[src/rtl/jdx_pkg.sv]
package jdx_pkg;

    typedef enum logic [3:0] {
        S_IDLE,
        S_HEAD,
        S_PRE,
        S_REQ,
        S_CHK,
        S_DATA,
        S_EXIT,
        S_RTI,
        S_FIN
    } seq_st_e;

    typedef enum logic [2:0] {
        T_NONE,
        T_ACK0,
        T_ACK1,
        T_ACK2,
        T_RD
    } cap_tag_e;

    localparam logic [2:0] ACK_OK = 3'b010;

endpackage

[src/rtl/jdx_bitclk.sv]
module jdx_bitclk #(
    parameter int HALF = 2
) (
    input  logic clk,
    input  logic rst_n,
    input  logic issue,
    input  logic tms_in,
    input  logic tdi_in,
    input  logic tdo,
    output logic ready,
    output logic bit_end,
    output logic smp,
    output logic tck,
    output logic tms,
    output logic tdi
);
    localparam int HW = (HALF > 1) ? $clog2(HALF) : 1;

    typedef struct packed {
        logic          busy;
        logic          hi;
        logic [HW-1:0] cnt;
        logic          tck;
        logic          tms;
        logic          tdi;
        logic          smp;
    } bc_t;

    bc_t q, d;

    always_comb begin
        d       = q;
        bit_end = q.busy && q.hi && (q.cnt == '0);
        ready   = !q.busy || bit_end;
        if (q.busy) begin
            if (q.cnt != '0) begin
                d.cnt = q.cnt - HW'(1);
            end else if (!q.hi) begin
                d.hi  = 1'b1;
                d.tck = 1'b1;
                d.smp = tdo;
                d.cnt = HW'(HALF - 1);
            end else begin
                d.busy = 1'b0;
            end
        end
        if (issue && ready) begin
            d.busy = 1'b1;
            d.hi   = 1'b0;
            d.tck  = 1'b0;
            d.tms  = tms_in;
            d.tdi  = tdi_in;
            d.cnt  = HW'(HALF - 1);
        end
    end

    always_ff @(posedge clk or negedge rst_n) begin
        if (!rst_n) begin
            q <= '{busy: 1'b0, hi: 1'b0, cnt: '0, tck: 1'b1, tms: 1'b1, tdi: 1'b1, smp: 1'b0};
        end else begin
            q <= d;
        end
    end

    assign smp = q.smp;
    assign tck = q.tck;
    assign tms = q.tms;
    assign tdi = q.tdi;

    assert_low_steady_R12: assert property (@(posedge clk) disable iff (!rst_n)
        (!q.tck && $past(!q.tck)) |-> ($stable(q.tms) && $stable(q.tdi)));

    assert_low_only_busy_R12: assert property (@(posedge clk) disable iff (!rst_n)
        !q.tck |-> q.busy);

endmodule

[src/rtl/jdx_seq.sv]
module jdx_seq
    import jdx_pkg::*;
#(
    parameter int IDX_W  = 8,
    parameter int IDLE_W = 16,
    parameter int DATA_W = 32
) (
    input  logic              clk,
    input  logic              rst_n,
    input  logic              start,
    input  logic              req_rnw,
    input  logic [1:0]        req_addr,
    input  logic [DATA_W-1:0] wdata,
    input  logic [IDX_W-1:0]  dev_idx,
    input  logic [IDX_W-1:0]  dev_cnt,
    input  logic [IDLE_W-1:0] idle_cnt,
    input  logic              ack_chk,
    input  logic              ready,
    input  logic              bit_end,
    input  logic              smp,
    output logic              issue,
    output logic              b_tms,
    output logic              b_tdi,
    output logic [2:0]        ack,
    output logic [DATA_W-1:0] rdata,
    output logic              done,
    output logic              err,
    output seq_st_e           st
);
    localparam int CW_A  = IDX_W + $clog2(DATA_W) + 1;
    localparam int CNT_W = (IDLE_W > CW_A) ? IDLE_W : CW_A;

    typedef struct packed {
        seq_st_e           st;
        logic [CNT_W-1:0]  n;
        logic [IDX_W-1:0]  idx;
        logic [IDX_W-1:0]  trail;
        logic [IDLE_W-1:0] idle;
        logic              rnw;
        logic [1:0]        addr;
        logic [DATA_W-1:0] wsh;
        logic              chk;
        logic [2:0]        ack;
        logic [DATA_W-1:0] rdata;
        cap_tag_e          tag;
        logic              done;
        logic              err;
    } sq_t;

    sq_t q, d;
    cap_tag_e tag_new;
    logic     last;

    always_comb begin
        d       = q;
        d.done  = 1'b0;
        issue   = 1'b0;
        b_tms   = 1'b0;
        b_tdi   = 1'b1;
        tag_new = T_NONE;
        last    = 1'b0;

        if (bit_end) begin
            case (q.tag)
                T_ACK0:  d.ack[1] = smp;
                T_ACK1:  d.ack[0] = smp;
                T_ACK2:  d.ack[2] = smp;
                T_RD:    d.rdata  = {smp, q.rdata[DATA_W-1:1]};
                default: ;
            endcase
        end

        case (q.st)
            S_IDLE: begin
                if (start) begin
                    if (dev_idx >= dev_cnt) begin
                        d.done = 1'b1;
                        d.err  = 1'b1;
                    end else begin
                        d.err   = 1'b0;
                        d.st    = S_HEAD;
                        d.idx   = dev_idx;
                        d.trail = dev_cnt - dev_idx - IDX_W'(1);
                        d.idle  = idle_cnt;
                        d.rnw   = req_rnw;
                        d.addr  = req_addr;
                        d.wsh   = wdata;
                        d.chk   = ack_chk;
                        d.ack   = '0;
                    end
                end
            end
            S_HEAD: begin
                if (ready) begin
                    issue = 1'b1;
                    b_tms = 1'b1;
                    d.st  = S_PRE;
                    d.n   = '0;
                end
            end
            S_PRE: begin
                if (ready) begin
                    issue = 1'b1;
                    d.n   = q.n + CNT_W'(1);
                    if (q.n == CNT_W'(q.idx) + CNT_W'(1)) begin
                        d.st = S_REQ;
                        d.n  = '0;
                    end
                end
            end
            S_REQ: begin
                if (ready) begin
                    issue = 1'b1;
                    d.n   = q.n + CNT_W'(1);
                    case (q.n[1:0])
                        2'd0:    begin b_tdi = q.rnw;     tag_new = T_ACK0; end
                        2'd1:    begin b_tdi = q.addr[0]; tag_new = T_ACK1; end
                        default: begin b_tdi = q.addr[1]; tag_new = T_ACK2; end
                    endcase
                    if (q.n[1:0] == 2'd2) begin
                        d.st = S_CHK;
                        d.n  = '0;
                    end
                end
            end
            S_CHK: begin
                if (ready && !bit_end) begin
                    d.n = '0;
                    if (q.chk && (q.ack != ACK_OK)) begin
                        issue = 1'b1;
                        b_tms = 1'b1;
                        d.st  = S_EXIT;
                    end else begin
                        d.st = S_DATA;
                    end
                end
            end
            S_DATA: begin
                if (ready) begin
                    issue = 1'b1;
                    last  = (q.n == CNT_W'(DATA_W - 1) + CNT_W'(q.trail));
                    b_tms = last;
                    if (q.n < CNT_W'(DATA_W)) begin
                        if (q.rnw) begin
                            tag_new = T_RD;
                        end else begin
                            b_tdi = q.wsh[0];
                        end
                        d.wsh = q.wsh >> 1;
                    end
                    d.n = q.n + CNT_W'(1);
                    if (last) begin
                        d.st = S_EXIT;
                        d.n  = '0;
                    end
                end
            end
            S_EXIT: begin
                if (ready) begin
                    issue = 1'b1;
                    b_tms = (q.n == '0);
                    d.n   = q.n + CNT_W'(1);
                    if (q.n != '0) begin
                        d.n  = '0;
                        d.st = (q.chk && (q.idle != '0)) ? S_RTI : S_FIN;
                    end
                end
            end
            S_RTI: begin
                if (ready) begin
                    issue = 1'b1;
                    d.n   = q.n + CNT_W'(1);
                    if (q.n == CNT_W'(q.idle) - CNT_W'(1)) begin
                        d.st = S_FIN;
                        d.n  = '0;
                    end
                end
            end
            S_FIN: begin
                if (ready && !bit_end) begin
                    d.done = 1'b1;
                    d.st   = S_IDLE;
                end
            end
            default: d.st = S_IDLE;
        endcase

        if (issue) begin
            d.tag = tag_new;
        end else if (bit_end) begin
            d.tag = T_NONE;
        end
    end

    always_ff @(posedge clk or negedge rst_n) begin
        if (!rst_n) begin
            q <= '{st: S_IDLE, n: '0, idx: '0, trail: '0, idle: '0, rnw: 1'b0, addr: '0,
                   wsh: '0, chk: 1'b0, ack: '0, rdata: '0, tag: T_NONE, done: 1'b0, err: 1'b0};
        end else begin
            q <= d;
        end
    end

    assign ack   = q.ack;
    assign rdata = q.rdata;
    assign done  = q.done;
    assign err   = q.err;
    assign st    = q.st;

    assert_done_pulse_R11: assert property (@(posedge clk) disable iff (!rst_n)
        q.done |=> !q.done);

    assert_err_from_idle_R10: assert property (@(posedge clk) disable iff (!rst_n)
        (q.done && q.err) |-> $past(q.st == S_IDLE));

    assert_ack_settled_R4: assert property (@(posedge clk) disable iff (!rst_n)
        (q.st == S_DATA || q.st == S_EXIT || q.st == S_RTI) |=> $stable(q.ack));

endmodule

[src/rtl/jtag_dp_xfer.sv]
module jtag_dp_xfer
    import jdx_pkg::*;
#(
    parameter int HALF   = 2,
    parameter int IDX_W  = 8,
    parameter int IDLE_W = 16,
    parameter int DATA_W = 32
) (
    input  logic              clk,
    input  logic              rst_n,
    input  logic              start,
    input  logic              req_rnw,
    input  logic [1:0]        req_addr,
    input  logic [DATA_W-1:0] wdata,
    input  logic [IDX_W-1:0]  dev_idx,
    input  logic [IDX_W-1:0]  dev_cnt,
    input  logic [IDLE_W-1:0] idle_cnt,
    input  logic              ack_chk,
    input  logic              tdo,
    output logic              tck,
    output logic              tms,
    output logic              tdi,
    output logic [2:0]        ack,
    output logic [DATA_W-1:0] rdata,
    output logic              done,
    output logic              err
);
    logic    issue, b_tms, b_tdi, ready, bit_end, smp;
    seq_st_e st;

    jdx_seq #(
        .IDX_W (IDX_W),
        .IDLE_W(IDLE_W),
        .DATA_W(DATA_W)
    ) u_seq (
        .clk     (clk),
        .rst_n   (rst_n),
        .start   (start),
        .req_rnw (req_rnw),
        .req_addr(req_addr),
        .wdata   (wdata),
        .dev_idx (dev_idx),
        .dev_cnt (dev_cnt),
        .idle_cnt(idle_cnt),
        .ack_chk (ack_chk),
        .ready   (ready),
        .bit_end (bit_end),
        .smp     (smp),
        .issue   (issue),
        .b_tms   (b_tms),
        .b_tdi   (b_tdi),
        .ack     (ack),
        .rdata   (rdata),
        .done    (done),
        .err     (err),
        .st      (st)
    );

    jdx_bitclk #(
        .HALF(HALF)
    ) u_bitclk (
        .clk    (clk),
        .rst_n  (rst_n),
        .issue  (issue),
        .tms_in (b_tms),
        .tdi_in (b_tdi),
        .tdo    (tdo),
        .ready  (ready),
        .bit_end(bit_end),
        .smp    (smp),
        .tck    (tck),
        .tms    (tms),
        .tdi    (tdi)
    );

    assert_idle_tck_high_R10: assert property (@(posedge clk) disable iff (!rst_n)
        (st == S_IDLE) |-> tck);

endmodule

[config.mk]
export PLATFORM = sky130hd
export DESIGN_NAME = jtag_dp_xfer
export DESIGN_NICKNAME = d
export VERILOG_FILES = /design/src/rtl/jdx_pkg.sv /design/src/rtl/jdx_bitclk.sv /design/src/rtl/jdx_seq.sv /design/src/rtl/jtag_dp_xfer.sv
export SDC_FILE = /design/constraint.sdc
export NUM_CORES = 1
export LEC_CHECK = 0
export ABC_AREA = 1
export BUFFER_PORTS_ARGS = -buffer_cell sky130_fd_sc_hd__buf_2
export CAP_MARGIN = 20
export CELL_PAD_IN_SITES_DETAIL_PLACEMENT = 1
export CELL_PAD_IN_SITES_GLOBAL_PLACEMENT = 2
export CORE_MARGIN = 8
export CORE_UTILIZATION = 36
export DETAILED_ROUTE_END_ITERATION = 8
export GPL_TIMING_DRIVEN = 0
export PLACE_DENSITY_LB_ADDON = 0.25
export SLEW_MARGIN = 20
export SYNTH_ARGS = -nofsm -noshare
export SYNTH_HDL_FRONTEND = slang
export SYNTH_SLANG_ARGS = --single-unit
[constraint.sdc]
create_clock -name clk -period 3.3 [get_ports clk]
set_clock_uncertainty 0.15 [all_clocks]
set_input_delay 0.66 -clock clk [delete_from_list [all_inputs] [get_ports clk]]
set_output_delay 0.66 -clock clk [all_outputs]
set_load 0.005 [all_outputs]
### Word-level counts from Yosys, hierarchy flattened

Index checks and enable logic that the tools add are counted.

* flip-flop bits (word level): 135
* input bits: 72
* output and inout bits: 40
* word-level logic and storage cells: 159

* add/sub/neg operators: 7
* order comparisons: 2
* equality and inequality tests: 36
* mux-type cells: 62
* bitwise gates (word level): 3
* reduce and logical (&&, ||, !) cells: 28

Operator list (count)
* 20-bit 2-to-1 mux: 12
* 16-bit case mux with 7 select lines: 1
* 32-bit 2-to-1 mux: 3
* 36-bit 2-to-1 mux: 2
* 32-bit case mux with 2 select lines: 1
* 16-bit equality test: 3
* 4-bit case mux with 9 select lines: 1
* 35-bit 2-to-1 mux: 1
* 16-bit nonzero test: 2
* 2-bit by 1-bit != test with 1-bit output, second input constant: 14
* 3-bit 2-to-1 mux: 7
* 4-bit 2-to-1 mux: 5
* 1-bit 2-to-1 mux: 17
* 16-bit by 1-bit adder with 16-bit output, second input constant: 1
* 4-bit by 3-bit equality test with 1-bit output, second input constant: 4
* 16-bit logical NOT: 1
* 16-bit by 6-bit less-than comparator with 1-bit output, second input constant: 1
* 16-bit by 1-bit subtractor with 16-bit output, second input constant: 1
* 15-bit AND reduction: 1
* 5-bit by 8-bit adder with 9-bit output, first input constant: 1
* 8-bit by 1-bit adder with 9-bit output, second input constant: 1
* 3-bit AND reduction: 3
* 4-bit by 2-bit equality test with 1-bit output, second input constant: 2
* 8-bit greater-or-equal comparator: 1
* other kinds (30): 52

### Longest topological paths before layout

* depth in word-level cells: 9
* gate-level depth with buffers: 20
* gate-level depth less buffers: 20

### Hierarchy

From an unflattened synthesis, not the netlist that was laid out.

* cell total of the unflattened synthesis: 1173
* area, all modules: 8585.7 µm²

Modules (own cells, without submodules)
* jdx_seq: instances 1, cells an instance 1141, area an instance 8298.0 µm², sequential area each 3203.1 µm²
* jdx_bitclk: instances 1, cells an instance 32, area an instance 287.8 µm², sequential area each 178.9 µm²

### Least setup slack after synthesis

OpenSTA, ideal clock, no wires.

* path kind: input to register
* start point: input port dev_idx[1]
* end point: register u_seq.q (netlist bit u_seq.st[1])
* setup time: 119 ps
* data arrival time: 2329 ps
* data required time: 3031 ps
* path slack: 702 ps
* stages: 12
* buffers on the path: 0
* cell sequence: inv_1 -> ha_1 -> a21oi_1 -> o21ai_1 -> a21oi_1 -> nand2_1 -> nor2_1 -> o22ai_2 -> nor2_1 -> nand4_1 -> nand2_1 -> nand2_1

* longest elaborated chain between the ends: 3

RTL lines
* start: declaration: RTL line jtag_dp_xfer.sv:15 `input logic [IDX_W-1:0] dev_idx,`
* 8-bit greater-or-equal comparator: RTL line jdx_seq.sv:76 `if (dev_idx >= dev_cnt) begin`
* 2-bit != test (no line)
* 15-bit AND reduction (no line)
* end signal: assignment: RTL line jdx_seq.sv:197 `q <= '{st: S_IDLE, n: '0, idx: '0, trail: '0, idle: '0, rnw: 1'b0, addr: '0,`
* end: declaration: RTL line jdx_seq.sv:50 `sq_t q, d;`

No other way between the ends.
A chain may end at the register's enable or synchronous reset.

### Worst setup path in the final report

* start point: input port dev_idx[5]
* end point: register u_seq.q (netlist bit u_seq.st[0])

Same word-level chain as after synthesis.

==> results.json <==
{
  "run_status": "complete, no violations",
  "rows": 55,
  "grt_usage": 0.178,
  "leakage_nw": 5.23,
  "ctsResizeCount": 0,
  "htreeDepth": 4,
  "clk-insertion-delay-late_ns": 0.43,
  "nets": 1365,
  "initial_core_util": 0.368,
  "synth_ff_type": "dfrtp_1",
  "drive_gt1_frac": 0.183,
  "post_cts_buffers": 0,
  "cap_violations": 0,
  "r2r_start": "u_seq.q[76]",
  "num_io_pins": 112,
  "routedWlPerCell_um": 15.6,
  "cts_tree": "built",
  "finalMaxSlewViolations": 0,
  "grt_max_degree": 70,
  "final_common_cell": "nand2_1",
  "ant_nets": 0,
  "drcViolationCount": 0,
  "dp_slack_ns": -0.0807,
  "async_flop_share": 1.00,
  "area_growth_pct": 19.3,
  "tightest_slew_ns": 0.705,
  "cts_sinks": 135,
  "yosysWarnings": 0,
  "fp.dieH_um": 168,
  "power_density_nw_per_um2": 782,
  "rsz0062_at_grt": "false",
  "fin_crit_ns": 2.98,
  "clk_path_buf_depth": 2,
  "r2r_slack_ns": 0.46,
  "drtPass1Iterations": 6,
  "cp-startpoint": "dev_idx[5]",
  "hp-class": "in -> async",
  "vdd_drop_max_mv": 0.349,
  "fin_crit_sh": 0.903,
  "gr-total-overflow": 0,
  "fillers": 2885,
  "grt_pass1_vias": 8236,
  "vias": 7645,
  "rr_endpoint": "u_seq.q[114]",
  "start_kind": "input port",
  "crit_fanout": 6,
  "crit_arrival_ns": 3.13,
  "fin_ws_ns": 0.321,
  "antenna_cells": 0,
  "synthCells": 1137,
  "relSlewSlack": 0.530,
  "end_kind": "flop",
  "crit_end": "u_seq.st[0]",
  "hpwl_um": 18500,
  "io_buffer_count": 111,
  "syn-num-nets": 1234,
  "hold_buffers": 0,
  "synth_edf_count": 0,
  "core_um2": 22700,
  "die_w_um": 168,
  "required_ns": 3.45,
  "antenna_found_initial": 0,
  "layout_common_cells": "282 x nand2_1, 158 x inv_1, 132 x dfrtp_1",
  "hold_slack_ns": 0.0170,
  "ctsRootBufferMaster": "clkbuf_16",
  "synth_cell_types": 44,
  "clkSlewWorstSetupHoldPaths_ns": 0.06,
  "synth-seq-cells": 135,
  "vias_per_cell": 4.88,
  "rr_worst_depth": 16,
  "place.gp.congestion": 0.817,
  "wl_um": 24500,
  "drt_iter0_drc": 500,
  "cts_buffers": 17,
  "clock.fmax_mhz": 336,
  "synth.avg_cell_area_um2": 7.34,
  "utilization": 0.439,
  "seq_area_frac_synth": 0.405,
  "tns_ns": 0,
  "hold_viol_final": 0,
  "synth_area_um2": 8350,
  "critPathKind": "in -> reg",
  "dieArea_um2": 28300,
  "grt_pass1_wl_um": 41200,
  "setup_viol": 0
}
## worst min-delay path by stage
stage / to / cells past startpoint
after floorplan: u_bitclk.q[4] / 0
after global placement: u_bitclk.tck / 2
after detailed placement: u_bitclk.tck / 2
after CTS: u_seq.q[102] / 1
after global routing: u_seq.q[102] / 1
final: u_seq.q[102] / 1
## synth_stat cells (2+ instances only)
cell type  number  area share
nand2_1       282        0.13
inv_1         158       0.071
dfrtp_1       132        0.40
nand3_1        99       0.059
o21ai_0        92       0.055
nor2_1         84       0.038
o21ai_1        44       0.026
buf_4          42       0.038
a21oi_1        28       0.017
xor2_1         26       0.027
ha_1           24       0.036
nand4_1        23       0.017
clkbuf_1       16      0.0072
nor2_2         12      0.0090
xnor2_1        10       0.010
inv_2           9      0.0040
nor3_1          6      0.0036
buf_2           4      0.0024
buf_6           4      0.0054
nor2_4          4      0.0054
o211ai_1        4      0.0036
dfstp_2         3      0.0094
nor3_2          3      0.0036
a22oi_1         2      0.0018
buf_1           2     0.00090
nand2_2         2      0.0015
nand3_2         2      0.0024
nor4_1          2      0.0015
o21bai_1        2      0.0018
o22ai_1         2      0.0015
## per-layer routing
metal  vias up  track usage  wire length, um  part of all wire
met4         0       0.0474              317             0.013
met2       114        0.299            11500              0.47
met5         -            0                0                 0
met3        21       0.0414             1010             0.041
met1      3658        0.226            11600              0.47
li1       3852            -                -                 -
## area by class of cell
cell class,instances,area (um^2),area share
Buffer,69,453,0.0455
Clock inverter,14,233,0.0234
Timing Repair Buffer,112,593,0.0595
Clock buffer,18,429,0.0431
Sequential cell,135,3380,0.339
Inverter,168,631,0.0633
Multi-Input combinational cell,765,3880,0.390
Tap cell,285,357,0.0358
## stage by stage
step / cells / area (um^2) / power (W)
6_report: 1566 / 9960 / 0.00779
2_1_floorplan: 1137 / 8350 / 0.00470
4_1_cts: 1566 / 9960 / 0.00790
3_5_place_dp: 1534 / 9300 / 0.00565
5_1_grt: 1566 / 9960 / 0.00844
3_3_place_gp: 1533 / 9260 / 0.00556
## logic make-up after synthesis
kind of cell,synth area share
AOI/OAI and AO/OA,0.116
xor gates and xnor gates,0.0378
adders and majority gates,0.0384
buffers and inverters,0.130
DFF,0.405
muxes,0.00135
and+or+nand+nor,0.272
## flip-flops by register name (all words and copies together), names as in the netlist
register	count
u_seq.err	1
u_bitclk.q	3
u_seq.st	4
u_bitclk.tdi	1
u_seq.done	1
u_bitclk.tck	1
u_seq.rdata	32
u_seq.q	87
u_bitclk.smp	1
u_seq.ack	3
u_bitclk.tms	1
## power by group
| group | internal, W | switching, W | total (W) |
|---|---|---|---|
| combinational | 0.00106 | 0.00197 | 0.00303 |
| sequential | 0.00219 | 0.000392 | 0.00258 |
| clock | 0.00137 | 0.000815 | 0.00218 |
## critical path, stage by stage
cell	delay, ns
buf_2	0.11
inv_1	0.04
ha_1	0.32
a21oi_1	0.16
o21ai_0	0.13
a21oi_1	0.16
nand2_1	0.16
nor2_1	0.42
o22ai_2	0.17
nor2_1	0.35
nand4_1	0.28
nand2_1	0.12
nand2_1	0.06
(Power assumes the default switching activity.)
